--- config.mk ---
export PLATFORM = sky130hd
export DESIGN_NAME = flashguard_ctrl
export DESIGN_NICKNAME = d
export VERILOG_FILES = /design/src/rtl/flashguard_pkg.sv /design/src/rtl/fg_fsm.sv /design/src/rtl/fg_regs.sv /design/src/rtl/fg_outs.sv /design/src/rtl/flashguard_ctrl.sv
export SDC_FILE = /design/constraint.sdc
export NUM_CORES = 1
export LEC_CHECK = 0
export BUFFER_PORTS_ARGS = -buffer_cell sky130_fd_sc_hd__buf_2
export CAP_MARGIN = 20
export CORE_MARGIN = 2
export CORE_UTILIZATION = 45
export CTS_CLUSTER_SIZE = 14
export DETAILED_ROUTE_END_ITERATION = 10
export HOLD_SLACK_MARGIN = 0.12
export PLACE_DENSITY = 0.85
export SLEW_MARGIN = 10
export SYNTH_ARGS = -nofsm -noshare
export SYNTH_HDL_FRONTEND = slang
export SYNTH_SLANG_ARGS = --single-unit
--- constraint.sdc ---
create_clock -name clk -period 1.35 [get_ports clk]
set_clock_uncertainty 0.15 [all_clocks]
set_input_delay 0.2025 -clock clk [delete_from_list [all_inputs] [get_ports clk]]
set_output_delay 0.2025 -clock clk [all_outputs]
set_load 0.03 [all_outputs]
--- src/rtl/flashguard_pkg.sv ---
package flashguard_pkg;

   typedef enum logic [2:0] {
      FG_NORMAL  = 3'd0,
      FG_PROG    = 3'd1,
      FG_ERASE   = 3'd2,
      FG_ERRPROT = 3'd3,
      FG_ERRSTBY = 3'd4,
      FG_STBY    = 3'd5
   } fg_state_e;

   typedef struct packed {
      logic rd;
      logic vf;
      logic pg;
      logic er;
      logic pact;
      logic eact;
      logic irq;
   } fg_perm_s;

   localparam int FG_P_BIT = 0;
   localparam int FG_E_BIT = 1;

endpackage

--- src/rtl/fg_fsm.sv ---
module fg_fsm
   import flashguard_pkg::*;
(
   input  logic      clk,
   input  logic      hold,
   input  logic      sw_enter,
   input  logic      sw_release,
   input  logic      err_pulse,
   input  logic      ctrl_wr,
   input  logic      wr_p,
   input  logic      wr_e,
   output fg_state_e state_q,
   output logic      clear_regs,
   output logic      set_err,
   output logic      ctrl_we,
   output logic      bus_ok
);

   fg_state_e state_d;
   logic      in_stby;
   logic      pe_mode;

   assign in_stby = (state_q == FG_ERRSTBY) || (state_q == FG_STBY);
   assign pe_mode = (state_q == FG_PROG) || (state_q == FG_ERASE);

   always_comb begin
      state_d    = state_q;
      clear_regs = 1'b0;
      set_err    = 1'b0;
      ctrl_we    = 1'b0;
      bus_ok     = !in_stby;
      if (in_stby) begin
         if (sw_release) begin
            state_d = (state_q == FG_ERRSTBY) ? FG_ERRPROT : FG_NORMAL;
         end
      end else if (sw_enter) begin
         clear_regs = 1'b1;
         bus_ok     = 1'b0;
         if (pe_mode) begin
            set_err = 1'b1;
            state_d = FG_ERRSTBY;
         end else if (state_q == FG_ERRPROT) begin
            state_d = FG_ERRSTBY;
         end else begin
            state_d = FG_STBY;
         end
      end else if (err_pulse && pe_mode) begin
         set_err = 1'b1;
         state_d = FG_ERRPROT;
      end else if (ctrl_wr && !(wr_p && wr_e)) begin
         ctrl_we = 1'b1;
         if (state_q != FG_ERRPROT) begin
            if (wr_p)      state_d = FG_PROG;
            else if (wr_e) state_d = FG_ERASE;
            else           state_d = FG_NORMAL;
         end
      end
   end

   always_ff @(posedge clk) begin
      if (hold) state_q <= FG_NORMAL;
      else      state_q <= state_d;
   end


   stby_err_chk: assert property (@(posedge clk) disable iff (hold)
      (((state_q == FG_PROG) || (state_q == FG_ERASE)) && sw_enter) |=> (state_q == FG_ERRSTBY));


   err_entry_chk: assert property (@(posedge clk) disable iff (hold)
      (((state_q == FG_PROG) || (state_q == FG_ERASE)) && err_pulse && !sw_enter)
      |=> (state_q == FG_ERRPROT));


   stby_exit_chk: assert property (@(posedge clk) disable iff (hold)
      ((state_q == FG_STBY) && sw_release) |=> (state_q == FG_NORMAL));

endmodule

--- src/rtl/fg_regs.sv ---
module fg_regs #(
   parameter int BLK_W = 8
) (
   input  logic             clk,
   input  logic             hold,
   input  logic             clear_regs,
   input  logic             set_err,
   input  logic             ctrl_we,
   input  logic             wr_p,
   input  logic             wr_e,
   input  logic             blk_we,
   input  logic [BLK_W-1:0] blk_wdata,
   output logic             p_q,
   output logic             e_q,
   output logic             err_q,
   output logic [BLK_W-1:0] blk_q
);

   always_ff @(posedge clk) begin
      if (hold)         err_q <= 1'b0;
      else if (set_err) err_q <= 1'b1;
   end

   always_ff @(posedge clk) begin
      if (hold || clear_regs) begin
         p_q <= 1'b0;
         e_q <= 1'b0;
      end else if (ctrl_we) begin
         p_q <= wr_p;
         e_q <= wr_e;
      end
   end

   always_ff @(posedge clk) begin
      if (hold || clear_regs) blk_q <= '0;
      else if (blk_we)        blk_q <= blk_wdata;
   end


   err_sticky_chk: assert property (@(posedge clk) disable iff (hold)
      err_q |=> err_q);


   pe_excl_chk: assert property (@(posedge clk) disable iff (hold)
      !(p_q && e_q));

endmodule

--- src/rtl/fg_outs.sv ---
module fg_outs
   import flashguard_pkg::*;
#(
   parameter int BLK_W = 8
) (
   input  logic             clk,
   input  logic             hold,
   input  fg_state_e        state_q,
   input  logic             p_q,
   input  logic             e_q,
   input  logic [BLK_W-1:0] blk_q,
   output fg_perm_s         perm_q,
   output logic [BLK_W-1:0] eblk_q
);

   fg_perm_s         perm_d;
   logic [BLK_W-1:0] eblk_d;
   logic             open_st;
   logic             clean_st;

   assign open_st  = (state_q != FG_ERRSTBY) && (state_q != FG_STBY);
   assign clean_st = (state_q == FG_NORMAL) || (state_q == FG_PROG) || (state_q == FG_ERASE);

   always_comb begin
      perm_d.rd   = open_st;
      perm_d.vf   = open_st;
      perm_d.pg   = clean_st;
      perm_d.er   = clean_st;
      perm_d.pact = (state_q == FG_PROG) && p_q;
      perm_d.eact = (state_q == FG_ERASE) && e_q;
      perm_d.irq  = p_q || e_q;
   end

   for (genvar i = 0; i < BLK_W; i++) begin : g_eblk
      assign eblk_d[i] = perm_d.eact & blk_q[i];
   end

   always_ff @(posedge clk) begin
      if (hold) begin
         perm_q <= '0;
         eblk_q <= '0;
      end else begin
         perm_q <= perm_d;
         eblk_q <= eblk_d;
      end
   end


   errprot_lock_chk: assert property (@(posedge clk) disable iff (hold)
      (state_q == FG_ERRPROT) |=> (!perm_q.pg && !perm_q.er && !perm_q.pact && !perm_q.eact
                                   && perm_q.rd && perm_q.vf));


   irq_track_chk: assert property (@(posedge clk) disable iff (hold)
      1'b1 |=> (perm_q.irq == $past(p_q || e_q)));

endmodule

--- src/rtl/flashguard_ctrl.sv ---
module flashguard_ctrl
   import flashguard_pkg::*;
#(
   parameter int DATA_W    = 8,
   parameter int BLK_W     = 8,
   parameter int ADDR_W    = 2,
   parameter int CTRL_ADDR = 0,
   parameter int BLK_ADDR  = 1,
   parameter bit REG_RDATA = 1'b0
) (
   input  logic              clk,
   input  logic              rst_n,
   input  logic              hw_stby_n,
   input  logic              sw_stby_enter,
   input  logic              sw_stby_release,
   input  logic              err_pulse,
   input  logic              bus_wr,
   input  logic [ADDR_W-1:0] bus_addr,
   input  logic [DATA_W-1:0] bus_wdata,
   output logic [DATA_W-1:0] bus_rdata,
   output logic              perm_read,
   output logic              perm_verify,
   output logic              perm_prog,
   output logic              perm_erase,
   output logic              prog_active,
   output logic              erase_active,
   output logic              irq_mask,
   output logic [BLK_W-1:0]  erase_blocks
);

   localparam logic [ADDR_W-1:0] CTRL_A = ADDR_W'(CTRL_ADDR);
   localparam logic [ADDR_W-1:0] BLK_A  = ADDR_W'(BLK_ADDR);
   localparam int                ERR_BIT = DATA_W - 1;

   if (DATA_W < 3) begin : g_bad_data
      $error("DATA_W must leave room for two mode bits and the error flag");
   end
   if ((BLK_W < 1) || (BLK_W > DATA_W)) begin : g_bad_blk
      $error("BLK_W must lie between 1 and DATA_W");
   end
   if ((CTRL_ADDR == BLK_ADDR) || (CTRL_ADDR >= (1 << ADDR_W)) || (BLK_ADDR >= (1 << ADDR_W))) begin : g_bad_addr
      $error("register addresses must be distinct and fit in ADDR_W");
   end

   logic             hold;
   fg_state_e        state_q;
   logic             clear_regs, set_err, ctrl_we, bus_ok;
   logic             ctrl_wr, blk_we;
   logic             wr_p, wr_e;
   logic             p_q, e_q, err_q;
   logic [BLK_W-1:0] blk_q;
   fg_perm_s         perm_q;
   logic [DATA_W-1:0] rdata_d;

   assign hold    = !rst_n || !hw_stby_n;
   assign ctrl_wr = bus_wr && (bus_addr == CTRL_A);
   assign blk_we  = bus_wr && (bus_addr == BLK_A) && bus_ok;
   assign wr_p    = bus_wdata[FG_P_BIT];
   assign wr_e    = bus_wdata[FG_E_BIT];

   fg_fsm u_fsm (
      .clk        (clk),
      .hold       (hold),
      .sw_enter   (sw_stby_enter),
      .sw_release (sw_stby_release),
      .err_pulse  (err_pulse),
      .ctrl_wr    (ctrl_wr),
      .wr_p       (wr_p),
      .wr_e       (wr_e),
      .state_q    (state_q),
      .clear_regs (clear_regs),
      .set_err    (set_err),
      .ctrl_we    (ctrl_we),
      .bus_ok     (bus_ok)
   );

   fg_regs #(.BLK_W(BLK_W)) u_regs (
      .clk        (clk),
      .hold       (hold),
      .clear_regs (clear_regs),
      .set_err    (set_err),
      .ctrl_we    (ctrl_we),
      .wr_p       (wr_p),
      .wr_e       (wr_e),
      .blk_we     (blk_we),
      .blk_wdata  (bus_wdata[BLK_W-1:0]),
      .p_q        (p_q),
      .e_q        (e_q),
      .err_q      (err_q),
      .blk_q      (blk_q)
   );

   fg_outs #(.BLK_W(BLK_W)) u_outs (
      .clk     (clk),
      .hold    (hold),
      .state_q (state_q),
      .p_q     (p_q),
      .e_q     (e_q),
      .blk_q   (blk_q),
      .perm_q  (perm_q),
      .eblk_q  (erase_blocks)
   );

   assign perm_read    = perm_q.rd;
   assign perm_verify  = perm_q.vf;
   assign perm_prog    = perm_q.pg;
   assign perm_erase   = perm_q.er;
   assign prog_active  = perm_q.pact;
   assign erase_active = perm_q.eact;
   assign irq_mask     = perm_q.irq;

   always_comb begin
      rdata_d = '0;
      if (bus_addr == CTRL_A) begin
         rdata_d[FG_P_BIT] = p_q;
         rdata_d[FG_E_BIT] = e_q;
         rdata_d[ERR_BIT]  = err_q;
      end else if (bus_addr == BLK_A) begin
         rdata_d[BLK_W-1:0] = blk_q;
      end
   end

   if (REG_RDATA) begin : g_rd_reg
      always_ff @(posedge clk) begin
         if (hold) bus_rdata <= '0;
         else      bus_rdata <= rdata_d;
      end
   end else begin : g_rd_comb
      assign bus_rdata = rdata_d;
   end


   pe_reject_chk: assert property (@(posedge clk) disable iff (hold)
      (ctrl_wr && wr_p && wr_e && !sw_stby_enter) |=> $stable({p_q, e_q}));


   stby_blk_chk: assert property (@(posedge clk) disable iff (hold)
      (((state_q == FG_STBY) || (state_q == FG_ERRSTBY)) && bus_wr) |=> $stable(blk_q));

endmodule

==> impl_metrics.yaml, run 1 <==
final_layout:
  diodes: 0
  layout.nets: 236
  seq_area_sq_um: 561
  multi_input_area_sq_um: 796
  drive_above_1_share_pct: 51.8
  fill_cells: 192
  final_cells: 249
  area_growth_pct: 59.8
placement:
  dp_hpwl_um: 2520
  port_buffers: 39
  place.gp.congestion: 0.972
  placed_cells: 224
detailed_routing:
  vias: 1392
  drt-total-wl_um: 3910
  vias_per_cell: 5.59
  ant_nets: 0
  drtIter0Drc: 53
  wl_per_cell_um: 15.7
  first_pass_iters: 4
  drc: 0
power:
  p_per_area_nw_per_um2: 750
  p_leak_nw: 0.944
  ir_worst_vdd_uv: 562
cts:
  cts-root-buf: "clkbuf_4"
  cts_made_buffers: 3
  htree_levels: 1
  worstSkewPairLatency_ns: 0.32
  cts.sinks: 27
  cts.clk_slew.worst_paths_ns: 0.14
  cts_tree: "done"
  clock_path_buffers: 2
logic_synthesis:
  ys_seq_elements: 27
  syn_area_sq_um: 1260
  async_reset_ff_share_pct: 0
  ys_types: 41
  syn_area_per_cell_sq_um: 9.04
  synth_edf_count: 0
  syn-num-nets: 157
  synthCells: 140
  ys.flop_type: "dfxtp_1"
  yosys_warnings: 0
  seq_area_frac_synth_pct: 42.7
grt:
  grt_max_degree: 15
  grt_pass1_wl_um: 6160
  grt_pass1_vias: 1360
  grt_usage_pct: 24.1
  antenna_found_initial: 0
  grt-ovfl-total: 0
sta:
  slew_viol_final: 0
  worst_pin_slew_ns: 0.425
  fin_crit_ns: 1.51
  setup_viol: 22
  timing.final.ws_setup_ns: -0.157
  hold_ws_ns: 0.124
  grt_setup_unrepaired: "true"
  finalCritPeriodShare_pct: 112
  final_hold_viol_count: 0
  timing.slew.headroom_pct: 71.6
  fmax_ghz: 0.664
floorplanning:
  fp.dieW_um: 57.0
  fp.coreArea_sq_um: 2710
  die_y_um: 57.0
  start_util_pct: 46.7
  dieArea_sq_um: 3250
  core.rowCount: 19
  io_pins: 40
hold_path:
  hp-class: "in2reg"
setup_path:
  critPathMaxFanout: 6
  timing.setup.critical_path_class: "reg2reg"
  crit_required_ns: 1.44
  cp-end-kind: "flip-flop"
  cp-start-kind: "flip-flop"
  arrival_ns: 1.60
outcome:
  violations: "setup timing"
  status: "finished with violations"
run:
  maxCapViolations: 0
[placed cells by master, fill, tap and decap left out, types with 2 or more instances in the layout]
cell type / count
dfxtp_4: 2
buf_2: 30
buf_4: 35
inv_1: 2
clkbuf_4: 3
nor3_4: 2
and2_4: 3
a21oi_1: 4
nor2_1: 18
nand2b_1: 3
a211oi_1: 2
dfxtp_1: 15
o21ai_0: 2
dfxtp_2: 10
a221oi_2: 2
nand3_1: 3
mux2i_1: 11
and2_1: 12
a21oi_2: 2
nand2_1: 8
o21ai_1: 2
buf_6: 7
dlygate4sd3_1: 9
[state kept, by name, indices dropped and copies added, names as in the netlist]
signal	cells
u_regs.p_q	1
u_outs.eblk_q	8
u_regs.err_q	1
u_fsm.state_q	3
u_regs.e_q	1
u_regs.blk_q	8
u_outs.perm_q	5
[area by class of cell]
cell class / count / share of cell area, %
clock buffer: 4 / 1.30
inverter: 3 / 0.681
multi-input combinational: 102 / 39.4
tap: 31 / 1.92
sequential: 27 / 27.7
timing repair buffer: 82 / 29.0
[metal layers]
layer,share of wire [%],track usage [%],routed length [um],vias up
met2,52,43.5,2010,80
met3,6.7,3.85,262,18
li1,-,-,-,649
met1,39,28.3,1510,645
met5,0,0,0,-
met4,3.2,9.30,125,0
[cells in the mapped netlist, types with 3 or more instances]
cell	number	area [sq um]
a21oi_1	6	30.0
nand2b_1	4	25.0
and2_1	15	93.8
a211oi_1	4	30.0
nand3_1	3	15.0
o21ai_0	4	20.0
nor2_1	19	71.3
mux2i_1	11	110
inv_1	3	11.3
buf_2	4	20.0
nand2_1	8	30.0
dfxtp_1	27	541
[power breakdown]
group	switching (W)	internal [W]
Clock	0.000226	0.000116
Sequential	0.0000132	0.000808
Combinational	0.000183	0.000171
[cell families (layout without fill, tap and decap cells)]
logic type      after synthesis  in the layout  share of synthesized area [%]
buf+inv                      12             89                           5.24
simple gates                 60             61                           25.7
compound gates               29             29                           16.9
xor+xnor                      1              1                          0.693
mux                          11             11                           8.70
flops                        27             27                           42.7
[timing repair]
action	CTS	global route
hold endpoints to repair	11	0
gates cloned	1	0
setup buffers	7	5
hold buffers	9	0
resized for setup	40	20
pin swaps	4	11
endpoints found under the setup margin	30	29
[path summary, 6_finish.rpt]
path / startpoint / endpoint / slack [ns] / cells after the start
setup / recovery: u_fsm.state_q[2]$_SDFFE_PP0P_ / u_fsm.state_q[0]$_SDFFE_PP0P_ / -0.16 / 4
hold / removal: sw_stby_enter / u_fsm.state_q[1]$_SDFFE_PP0P_ / 0.12 / 3
setup reg to reg: u_fsm.state_q[2]$_SDFFE_PP0P_ / u_fsm.state_q[0]$_SDFFE_PP0P_ / -0.16 / 4
hold reg to reg: u_regs.blk_q[5]$_SDFFE_PP0P_ / u_outs.eblk_q[5]$_SDFF_PP0_ / 0.33 / 1
[worst max-delay path, stage by stage (launching register included)]
cell and delay [ns]:
dfxtp_4 0.40, or2_4 0.27, o22ai_2 0.17, o221ai_2 0.16, a221oi_2 0.28
[per-stage QoR]
stage / total power [W] / area (sq um) / utilization, % / worst slack, ns / TNS [ns]
2_1_floorplan: 0.000984 / 1270 / - / -0.100 / -0.220
3_3_place_gp: 0.00108 / 1630 / 60.0 / -0.147 / -2.12
3_5_place_dp: 0.00109 / 1630 / 60.0 / -0.310 / -4.33
4_1_cts: 0.00147 / 1920 / 71.0 / -0.146 / -2.00
5_1_grt: 0.00158 / 2020 / 74.6 / -0.213 / -2.33
6_report: 0.00152 / 2020 / 74.6 / -0.157 / -1.03
No activity file was read; power rests on OpenSTA's default activity.
==> inputs of run 2 (changes only) <==
PLACE_DENSITY = 0.84   (was 0.85)
SYNTH_HIERARCHICAL = 1   (was unset)
==> impl_metrics.yaml, run 2 <==
outcome:
  status: "finished with violations"
  violations: "setup timing"
hold_path:
  hp-class: "in2reg"
  min-delay-start: "bus_wdata[1]"
final_layout:
  seq_area_sq_um: 568
  drive_above_1_share_pct: 58.7
  layout.nets: 224
  area_growth_pct: 54.5
  final_cell_mix: "buf_2 (31), buf_4 (29), nor2_1 (20)"
  fill_cells: 176
  top_regs: "u_outs/eblk_q x8, u_regs/blk_q x8, u_outs/perm_q x5"
  final_cells: 237
  multi_input_area_sq_um: 767
  layout_commonest_cell: "buf_2"
  diodes: 0
sta:
  fmax_ghz: 0.635
  worst_pin_slew_ns: 0.296
  slew_viol_final: 0
  grt_setup_unrepaired: "true"
  fin_crit_ns: 1.57
  timing.slew.headroom_pct: 80.1
  final_hold_viol_count: 0
  timing.final.ws_setup_ns: -0.225
  setup_viol: 22
  finalCritPeriodShare_pct: 117
power:
  design_power_total_w: 0.00150
  p_leak_nw: 0.852
  p_per_area_nw_per_um2: 753
  ir_worst_vdd_uv: 817
placement:
  dp_hpwl_um: 2330
  place.gp.congestion: 0.856
  port_buffers: 39
  placed_cells: 211
grt:
  grt_max_degree: 15
  grt-ovfl-total: 0
  grt_usage_pct: 24.6
  grt_pass1_wl_um: 6130
  grt_pass1_vias: 1293
  antenna_found_initial: 0
logic_synthesis:
  ys.flop_type: "dfxtp_1"
  synthCells: 133
  yosys_warnings: 6
  synthMostInstantiatedCell: "dfxtp_1"
  synth_top_area_share_pct: 41.9
  synthTopCellsByArea: "dfxtp_1 (42%), mux2i_1 (11%), nor3b_2 (6.8%), nor2_1 (6.4%), buf_6 (4.4%)"
  ys_seq_elements: 27
  syn_area_per_cell_sq_um: 9.70
  syn-num-nets: 150
  synth_largest_area_cell: "dfxtp_1"
  yosys-top-cells-count: "dfxtp_1 (27), nor2_1 (22), mux2i_1 (14)"
  synth_edf_count: 0
  syn_area_sq_um: 1290
  ys_types: 38
  seq_area_frac_synth_pct: 41.9
  async_reset_ff_share_pct: 0
floorplanning:
  core.rowCount: 19
  io_pins: 40
  dieArea_sq_um: 3310
  fp.coreArea_sq_um: 2730
  die_y_um: 57.5
  fp.dieW_um: 57.5
  start_util_pct: 47.2
cts:
  cts.clk_slew.worst_paths_ns: 0.15
  worstSkewPairLatency_ns: 0.34
  clock_path_buffers: 2
  cts_tree: "done"
  cts.sinks: 27
  cts-root-buf: "clkbuf_4"
  htree_levels: 1
  cts_made_buffers: 3
setup_path:
  arrival_ns: 1.65
  crit_required_ns: 1.43
  cp-end-kind: "flip-flop"
  r2r_start: "u_fsm/state_q[1]$_SDFFE_PP0P_"
  ff2ff_setup_slack_ns: -0.22
  cp-start-kind: "flip-flop"
  timing.setup.critical_path_class: "reg2reg"
  startpoint: "u_fsm/state_q[1]$_SDFFE_PP0P_"
  critPathMaxFanout: 8
detailed_routing:
  wl_per_cell_um: 16.4
  vias_per_cell: 5.43
  ant_nets: 0
  vias: 1288
  drtIter0Drc: 32
  drt-total-wl_um: 3890
  drc: 0
  first_pass_iters: 4
run:
  maxCapViolations: 0
run 2: changes by cell type in the layout (fill, tap and decap cells not counted), moves of 5 or more:
| cell | delta |
|---|---|
| and2_1 | -12 |
| nor3b_2 | +9 |
| buf_4 | -6 |
| buf_6 | +5 |
run 2: final cells by class:
type	count	area share (%)
multi-input combinational	92	38.5
timing repair buffer	79	29.0
clock buffer	4	1.32
sequential	27	28.5
inverter	4	0.753
tap	31	1.95
run 2: per-stage QoR:
step           utilization [%]  TNS [ns]  setup WS (ns)  instance area [sq um]  hold WS, ns
2_1_floorplan                -     -1.23         -0.216                   1350        0.139
3_3_place_gp              59.4     -1.78         -0.286                   1620        0.265
3_5_place_dp              59.4     -2.39         -0.345                   1620        0.272
4_1_cts                   70.0     -2.00         -0.192                   1910        0.122
5_1_grt                   72.9     -3.40         -0.292                   1990        0.145
6_report                  72.9     -2.32         -0.225                   1990        0.142
run 2: cell families (layout without fill, tap and decap cells):
group                  count (synthesis)  in the layout  synth area share [%]
XOR/XNOR                               1              1                 0.679
flip-flops                            27             27                  41.9
AND/OR/NAND/NOR                       56             57                  26.9
AO/OA/AOI/OAI                         19             19                  10.2
multiplexers                          15             15                  12.0
buffers and inverters                 15             87                  8.34
run 2: per-layer routing:
metal,track usage (%),routed length [um],up-vias
met5,0,0,-
met1,28.0,1520,624
met4,12.0,123,0
met2,43.3,2060,50
li1,-,-,599
met3,5.22,184,15
run 2: critical path: stages, from the launching register on:
cell and delay [ns]:
dfxtp_4 0.44, buf_4 0.13, o32ai_4 0.10, nor3b_2 0.25, mux2i_1 0.31, nor2_1 0.08
run 2: report_power, final:
| group | switching, W | internal, W |
|---|---|---|
| clock | 0.000241 | 0.000116 |
| sequential | 0.0000175 | 0.000805 |
| combinational | 0.000156 | 0.000165 |
run 2: what timing repair did:
item,in CTS,in global routing
hold endpoints to repair,8,0
pin swaps,5,5
setup buffers,13,1
gates resized for setup,33,20
endpoints found under the setup margin,23,27
hold buffers,7,0
cloned,1,0
run 2: path summary, 6_finish.rpt:
kind                             endpoint  cells past startpoint
max reg2reg       u_regs/p_q$_SDFFE_PP0P_                      5
min reg2reg     u_regs/err_q$_SDFFE_PP0P_                      2
min          u_regs/blk_q[1]$_SDFFE_PP0P_                      4
max               u_regs/p_q$_SDFFE_PP0P_                      5
==> inputs of run 3 (changes only) <==
clock period = 1.4 ns   (was 1.35 ns; I/O delays follow)
==> impl_metrics.yaml, run 3 (synthesized netlist as in run 2, its figures left out) <==
outcome:
  status: "finished with violations"
  violations: "setup timing"
setup_path:
  timing.setup.critical_path_class: "reg2reg"
  cp_cell_sequence: "or2_4, a211oi_2, o21bai_1, mux2_4, nor2_2"
  critPathMaxFanout: 5
  crit_required_ns: 1.52
  cp-start-kind: "flip-flop"
  crit_slowest_cell: "dfxtp_4"
  cp_top_family: "flip-flops"
  max_stage_delay_ns: 0.39
  arrival_ns: 1.73
  cp-end-kind: "flip-flop"
  critPathBufInv: 0
grt:
  grt_usage_pct: 22.9
  grt_pass1_vias: 1179
  grt_pass1_wl_um: 5780
  grt_max_degree: 16
  grt-ovfl-total: 0
  antenna_found_initial: 0
detailed_routing:
  drt-total-wl_um: 3840
  vias_per_cell: 5.31
  ant_nets: 0
  drc: 0
  vias: 1233
  drtIter0Drc: 64
  first_pass_iters: 4
  wl_per_cell_um: 16.5
floorplanning:
  core.rowCount: 19
  fp.coreArea_sq_um: 2730
  fp.dieW_um: 57.5
  io_pins: 40
  dieArea_sq_um: 3310
  die_y_um: 57.5
  start_util_pct: 47.2
sta:
  final_hold_viol_count: 0
  timing.slew.headroom_pct: 79.4
  fin_crit_ns: 1.61
  worst_pin_slew_ns: 0.309
  timing.final.ws_setup_ns: -0.212
  fmax_ghz: 0.620
  hold_ws_ns: 0.145
  setup_viol: 15
  finalSetupTns_ns: -1.08
  slew_viol_final: 0
  finalCritPeriodShare_pct: 115
  grt_setup_unrepaired: "true"
cts:
  cts_made_buffers: 3
  cts-root-buf: "clkbuf_4"
  htree_levels: 1
  cts.sinks: 27
  cts.clk_slew.worst_paths_ns: 0.15
  cts_tree: "done"
  clock_path_buffers: 2
  worstSkewPairLatency_ns: 0.33
hold_path:
  hp-class: "in2reg"
placement:
  port_buffers: 39
  place.gp.congestion: 0.873
  dp_hpwl_um: 2260
  placed_area_sq_um: 1610
  placed_cells: 209
power:
  p_per_area_nw_per_um2: 746
  p_leak_nw: 0.810
  ir_worst_vdd_uv: 750
final_layout:
  stdcell_area_sq_um: 1900
  drive_above_1_share_pct: 56.2
  area_growth_pct: 47.6
  final_core_util_pct: 69.7
  diodes: 0
  layout_commonest_cell: "buf_2"
  final_cell_mix: "buf_2 (31), buf_4 (27), nor2_1 (20)"
  final_cells: 232
  layout.nets: 219
  top_regs: "u_outs/eblk_q x8, u_regs/blk_q x8, u_outs/perm_q x5"
run:
  maxCapViolations: 0
-- run 3: final timing paths --
check                           startpoint  slack [ns]  depth (start not counted)                             to
max          u_fsm/state_q[0]$_SDFFE_PP0P_       -0.21                          5  u_fsm/state_q[1]$_SDFFE_PP0P_
min                           bus_wdata[1]        0.14                          4        u_regs/e_q$_SDFFE_PP0P_
max reg2reg  u_fsm/state_q[0]$_SDFFE_PP0P_       -0.21                          5  u_fsm/state_q[1]$_SDFFE_PP0P_
min reg2reg      u_regs/err_q$_SDFFE_PP0P_        0.34                          2      u_regs/err_q$_SDFFE_PP0P_
-- run 3: per-stage QoR --
step | worst slack, ns | power (W)
2_1_floorplan | -0.174 | 0.000961
3_3_place_gp | -0.244 | 0.00103
3_5_place_dp | -0.280 | 0.00103
4_1_cts | -0.149 | 0.00140
5_1_grt | -0.235 | 0.00149
6_report | -0.212 | 0.00142
-- run 3: power breakdown --
group | leakage (nW) | internal [W] | switching [W]
Sequential | 0.226 | 0.000776 | 0.0000162
Clock | 0.0177 | 0.000107 | 0.000230
Combinational | 0.566 | 0.000145 | 0.000146
Total | 0.810 | 0.00103 | 0.000392
-- run 3: tightest hold or removal path, cell delays in order --
cell,delay (ns)
buf_2,0.13
buf_4,0.12
mux2i_1,0.06
nor2_1,0.07
-- run 3: layer usage --
layer  GRT usage [%]  up-vias  wire length (um)
met5               0        -                 0
met4            10.3        0                86
met3            5.90       11               264
met2            38.0       55              2000
met1            27.6      571              1490
li1                -      596                 -
-- run 3: timing repair --
item | 4_1_cts | 5_1_grt
setup buffers | 7 | 3
setup endpoints to repair | 15 | 27
gates resized for setup | 18 | 22
pin swaps | 6 | 4
hold buffers | 8 | 0
hold endpoints to repair | 8 | 0
gates cloned | 1 | 0
-- run 3: area by class of cell --
cell class | count | area (sq um)
Fill cell | 189 | 830
Multi-Input combinational cell | 92 | 738
Sequential cell | 27 | 568
Timing Repair Buffer | 74 | 517
Tap cell | 31 | 38.8
Clock buffer | 3 | 22.5
Inverter | 4 | 15.0
Clock inverter | 1 | 5.00
